[src/rtl/tick_timer_pkg.sv]
package tick_timer_pkg;

  // word indexes (byte address >> 2)
  localparam int unsigned IDX_CTRL   = 0;
  localparam int unsigned IDX_RELOAD = 1;
  localparam int unsigned IDX_CUR    = 2;

  // control register bit positions
  localparam int unsigned BIT_EN     = 0;
  localparam int unsigned BIT_IE     = 1;
  localparam int unsigned BIT_SRC    = 2;
  localparam int unsigned BIT_FLAG   = 16;

  typedef struct packed {
    logic src_core;
    logic irq_en;
    logic run;
  } ctrl_t;

endpackage

[src/rtl/tick_gate.sv]
module tick_gate (
  input  logic run,
  input  logic src_core,
  input  logic ref_tick,
  output logic tick
);

  always_comb begin
    tick = run & (src_core | ref_tick);
  end

endmodule

[src/rtl/tick_core.sv]
module tick_core #(
  parameter int unsigned CNT_W = 24
) (
  input  logic             clk,
  input  logic             rst,
  input  logic             tick,
  input  logic             clr,
  input  logic [CNT_W-1:0] reload,
  output logic [CNT_W-1:0] cnt,
  output logic             hit
);

  localparam logic [CNT_W-1:0] ONE = CNT_W'(1);

  logic at_zero;

  always_comb begin
    at_zero = (cnt == '0);
    hit     = tick & ~clr & (cnt == ONE);
  end

  always_ff @(posedge clk) begin
    if (rst) begin
      cnt <= '0;
    end else if (clr) begin
      cnt <= '0;
    end else if (tick) begin
      if (at_zero) cnt <= reload;
      else         cnt <= cnt - ONE;
    end
  end

endmodule

[src/rtl/tick_regs.sv]
module tick_regs
  import tick_timer_pkg::*;
#(
  parameter int unsigned CNT_W  = 24,
  parameter int unsigned DATA_W = 32,
  parameter int unsigned ADDR_W = 4
) (
  input  logic              clk,
  input  logic              rst,
  input  logic              bus_wr,
  input  logic              bus_rd,
  input  logic [ADDR_W-1:0] bus_addr,
  input  logic [DATA_W-1:0] bus_wdata,
  input  logic [CNT_W-1:0]  cnt,
  input  logic              hit,
  output ctrl_t             ctrl,
  output logic [CNT_W-1:0]  reload,
  output logic              flag,
  output logic              cur_wr,
  output logic              ctrl_rd,
  output logic [DATA_W-1:0] rdata,
  output logic              irq
);

  localparam int unsigned IDX_W = ADDR_W - 2;

  logic             aligned;
  logic [IDX_W-1:0] idx;
  logic             sel_ctrl, sel_rel, sel_cur;
  logic [DATA_W-1:0] rd_mux;

  always_comb begin
    aligned  = (bus_addr[1:0] == 2'b00);
    idx      = bus_addr[ADDR_W-1:2];
    sel_ctrl = aligned & (idx == IDX_W'(IDX_CTRL));
    sel_rel  = aligned & (idx == IDX_W'(IDX_RELOAD));
    sel_cur  = aligned & (idx == IDX_W'(IDX_CUR));
    cur_wr   = bus_wr & sel_cur;
    ctrl_rd  = bus_rd & sel_ctrl;
  end

  always_comb begin
    rd_mux = '0;
    if (sel_ctrl) begin
      rd_mux[BIT_EN]   = ctrl.run;
      rd_mux[BIT_IE]   = ctrl.irq_en;
      rd_mux[BIT_SRC]  = ctrl.src_core;
      rd_mux[BIT_FLAG] = flag;
    end else if (sel_rel) begin
      rd_mux[CNT_W-1:0] = reload;
    end else if (sel_cur) begin
      rd_mux[CNT_W-1:0] = cnt;
    end
  end

  always_ff @(posedge clk) begin
    if (rst) begin
      ctrl   <= '0;
      reload <= '0;
    end else if (bus_wr) begin
      if (sel_ctrl) begin
        ctrl.run      <= bus_wdata[BIT_EN];
        ctrl.irq_en   <= bus_wdata[BIT_IE];
        ctrl.src_core <= bus_wdata[BIT_SRC];
      end
      if (sel_rel) reload <= bus_wdata[CNT_W-1:0];
    end
  end

  always_ff @(posedge clk) begin
    if (rst)          flag <= 1'b0;
    else if (cur_wr)  flag <= 1'b0;
    else if (hit)     flag <= 1'b1;
    else if (ctrl_rd) flag <= 1'b0;
  end

  always_ff @(posedge clk) begin
    if (rst) begin
      rdata <= '0;
      irq   <= 1'b0;
    end else begin
      rdata <= bus_rd ? rd_mux : '0;
      irq   <= hit & ctrl.irq_en;
    end
  end

endmodule

[src/rtl/tick_timer.sv]
module tick_timer
  import tick_timer_pkg::*;
#(
  parameter int unsigned CNT_W  = 24,
  parameter int unsigned DATA_W = 32,
  parameter int unsigned ADDR_W = 4
) (
  input  logic              clk,
  input  logic              rst,
  input  logic              ref_tick,
  input  logic              bus_wr,
  input  logic              bus_rd,
  input  logic [ADDR_W-1:0] bus_addr,
  input  logic [DATA_W-1:0] bus_wdata,
  output logic [DATA_W-1:0] bus_rdata,
  output logic              irq
);

  ctrl_t            ctrl_q;
  logic [CNT_W-1:0] reload_q;
  logic [CNT_W-1:0] cnt_q;
  logic             flag_q;
  logic             tick;
  logic             hit;
  logic             cur_wr;
  logic             ctrl_rd;

  tick_gate u_gate (
    .run      (ctrl_q.run),
    .src_core (ctrl_q.src_core),
    .ref_tick (ref_tick),
    .tick     (tick)
  );

  tick_core #(.CNT_W(CNT_W)) u_core (
    .clk    (clk),
    .rst    (rst),
    .tick   (tick),
    .clr    (cur_wr),
    .reload (reload_q),
    .cnt    (cnt_q),
    .hit    (hit)
  );

  tick_regs #(.CNT_W(CNT_W), .DATA_W(DATA_W), .ADDR_W(ADDR_W)) u_regs (
    .clk       (clk),
    .rst       (rst),
    .bus_wr    (bus_wr),
    .bus_rd    (bus_rd),
    .bus_addr  (bus_addr),
    .bus_wdata (bus_wdata),
    .cnt       (cnt_q),
    .hit       (hit),
    .ctrl      (ctrl_q),
    .reload    (reload_q),
    .flag      (flag_q),
    .cur_wr    (cur_wr),
    .ctrl_rd   (ctrl_rd),
    .rdata     (bus_rdata),
    .irq       (irq)
  );

endmodule

[config.mk]
export PLATFORM = sky130hd
export DESIGN_NAME = tick_timer
export DESIGN_NICKNAME = d
export VERILOG_FILES = /design/src/rtl/tick_timer_pkg.sv /design/src/rtl/tick_gate.sv /design/src/rtl/tick_core.sv /design/src/rtl/tick_regs.sv /design/src/rtl/tick_timer.sv
export SDC_FILE = /design/constraint.sdc
export NUM_CORES = 1
export LEC_CHECK = 0
export BUFFER_PORTS_ARGS = -buffer_cell sky130_fd_sc_hd__buf_4
export CORE_MARGIN = 2
export CORE_UTILIZATION = 30
export DETAILED_ROUTE_END_ITERATION = 10
export GPL_ROUTABILITY_DRIVEN = 0
export SETUP_SLACK_MARGIN = 0.5
export SKIP_CTS_REPAIR_TIMING = 1
export SYNTH_ARGS = -nofsm -noshare
export SYNTH_HDL_FRONTEND = slang
export SYNTH_SLANG_ARGS = --single-unit
[constraint.sdc]
create_clock -name clk -period 1.8 [get_ports clk]
set_input_delay 0.09 -clock clk [delete_from_list [all_inputs] [get_ports clk]]
set_output_delay 0.09 -clock clk [all_outputs]
set_load 0.02 [all_outputs]
==> results_dict.tcl <==
set metrics [dict create \
    status "finished with violations" \
    violations "hold timing, setup timing" \
    slew_headroom_pct 53.4 \
    reg2reg_depth 7 \
    finalCritPeriodShare_pct 105 \
    numCtsBuffers 9 \
    grt_start_max_net_pins 32 \
    core_area_mm2 0.0120 \
    placed_area_mm2 0.00475 \
    synth_edf_count 0 \
    rrSetupSlack_ns -0.09 \
    fin_area_mm2 0.00545 \
    leakage_nw 2.15 \
    synth.avg_cell_area_um2 8.44 \
    wl_per_cell_um 16.0 \
    drive_above_1_share_pct 38.3 \
    die_x_um 114 \
    p_per_area_mw_per_mm2 757 \
    critical_path_arrival_ns 2.11 \
    cp-start-kind "flip-flop" \
    wirelength_um 11300 \
    grt_pass1_vias 3539 \
    min_to "u_regs.reload[10]$_SDFFE_PP0P_" \
    max_freq_mhz 529 \
    crit_path_end_kind "flip-flop" \
    finalPower_mw 4.12 \
    clockBufferDepth 2 \
    worst_pin_slew_ns 0.694 \
    n_antenna_cell 0 \
    dr.pass1.iters 5 \
    grt_pass1_wl_um 17800 \
    synthToLayoutAreaGrowth_pct 48.8 \
    wl_met2_um 5320 \
    synth.cell_area_mm2 0.00366 \
    synth_most_common_cell "dfxtp_1" \
    synth_seq_area_share_pct 42.1 \
    clock-sinks 77 \
    syn_inst 434 \
    regToRegEndpoint "u_core.cnt[23]$_SDFFE_PP0P_" \
    finalHoldViolations 5 \
    top_layer "met4" \
    final_nets 600 \
    drt-met1-wl_um 4940 \
    clk_latency_ns 0.35 \
    antenna_found_initial 0 \
    slew_violations 0 \
    drt_iter0_markers 194 \
    rsz0062_at_grt "yes" \
    drc 0 \
    cap_violations 0 \
    synthFlopType "dfxtp_1" \
    skew_ns 0.00920 \
    timing.hold.worst.class "in2reg" \
    synth.area.top_cells "dfxtp_1 (42%), nand2_1 (7.5%), a21oi_1 (6.0%)" \
    root_buffer "clkbuf_16" \
    ant_nets 0 \
    start_util_pct 30.6 \
    clkTransAtPathRegs_ns 0.06 \
    ys_seq_elements 77 \
    setup-violations-final 4 \
    dieArea_mm2 0.0131 \
    ys_top_cells_by_count "dfxtp_1 (77), nand2_1 (73), a21oi_1 (44)" \
    crit_fanout 3 \
    setup_tns_ns -0.217 \
    peakVddDrop_mv 0.332 \
    grt_use_total_pct 17.4 \
    ys_warn_count 0 \
    port_buffers 57 \
    cts_tree "built" \
    hp-start "bus_wdata[10]" \
    via_per_inst 5.26 \
    hold_ws_ns -0.00878 \
    hold_depth 3 \
    setup_ws_ns -0.0891 \
    nFillCells 1163 \
    critPathKind "reg2reg" \
    r2r-start "u_core.cnt[1]$_SDFFE_PP0P_" \
    met3_length_um 815 \
    grt_overflow 0 \
    hpwl_um 7880 \
    yosysTopAreaCell "dfxtp_1" \
    ios 74 \
    required_ns 2.02 \
    synth.distinct_cells 60 \
    vias 3722 \
    min_period_ns 1.89 \
    synthArstFlopShare_pct 0 \
    htree_num_levels 3 \
    chipHeight_um 114 \
    synthDominantCellAreaShare_pct 42.1 \
    rows 40 \
]
-- per-layer routing --
layer,vias to the layer above,GRT usage [%]
met1,1746,22.8
met2,145,27.6
met3,20,4.66
met4,0,6.18
met5,-,0
li1,1811,-
-- worst max path at each step --
stage / startpoint / to / slack, ns
after floorplan: u_core.cnt[1]$_SDFFE_PP0P_ / u_core.cnt[6]$_SDFFE_PP0P_ / 0.11
after global placement: u_core.cnt[22]$_SDFFE_PP0P_ / u_core.cnt[17]$_SDFFE_PP0P_ / 0.03
after detailed placement: u_core.cnt[1]$_SDFFE_PP0P_ / u_core.cnt[23]$_SDFFE_PP0P_ / 0.006
after CTS: u_core.cnt[1]$_SDFFE_PP0P_ / u_core.cnt[23]$_SDFFE_PP0P_ / -0.007
after global routing: u_core.cnt[1]$_SDFFE_PP0P_ / u_core.cnt[23]$_SDFFE_PP0P_ / -0.18
final: u_core.cnt[1]$_SDFFE_PP0P_ / u_core.cnt[23]$_SDFFE_PP0P_ / -0.09
-- power breakdown --
group / switching, mW / total [mW] / internal (mW) / leakage [nW]
Combinational: 0.176 / 0.339 / 0.163 / 1.35
Sequential: 0.0101 / 1.72 / 1.71 / 0.626
Clock: 0.702 / 2.06 / 1.36 / 0.172
Total: 0.888 / 4.12 / 3.23 / 2.15
-- cells in the final DEF, fill, tap and decap left out, types with 7 or more instances in the layout --
cell	n
clkbuf_16	10
buf_4	124
nand3_1	12
conb_1	8
buf_6	9
nand2_1	72
nand4_1	9
o22ai_1	11
a22oi_1	20
a31oi_1	7
a21oi_1	40
mux2i_1	10
nor2_1	34
dfxtp_1	68
-- state kept, by name (all words and copies together), names as in the netlist --
register,flops
u_core.cnt,24
u_regs.rdata,24
u_regs.reload,24
u_regs.ctrl,3
u_regs.flag,1
u_regs.irq,1
-- cells by family (layout without fill, tap and decap cells) --
group / after synthesis / count (layout) / synth area share, %
fa+ha+maj: 3 / 3 / 1.03
other cells: 1 / 8 / 0.102
compound gates: 111 / 111 / 19.7
mux: 10 / 10 / 2.73
simple gates: 190 / 190 / 27.9
flops: 77 / 77 / 42.1
buf+inv: 42 / 162 / 6.42
-- stage by stage --
step | utilization, % | std cells | setup WS (ns)
finish | 45.5 | 708 | -0.0891
detailed placement | 39.7 | 674 | 0.00558
global placement | 39.7 | 674 | 0.0266
CTS | 42.6 | 690 | -0.00664
floorplan | - | 441 | 0.109
global route | 45.5 | 708 | -0.181
-- area by class of cell --
cell class	instances	area (um^2)	area share (%)
sequential	77	1560	28.7
tap	147	184	3.38
multi-input combinational	322	2160	39.6
clock inverter	3	65.1	1.19
clock buffer	13	280	5.15
inverter	5	28.8	0.528
timing repair buffer	141	1170	21.4
-- critical path: stages, from the launching register on --
cell      delay [ns]
dfxtp_4         0.36
buf_6           0.12
nor4_4          0.35
buf_4           0.21
nand4_1         0.15
o21a_1          0.23
a311oi_2        0.26
a21oi_1         0.09
Power figures use the tool's default switching activity.
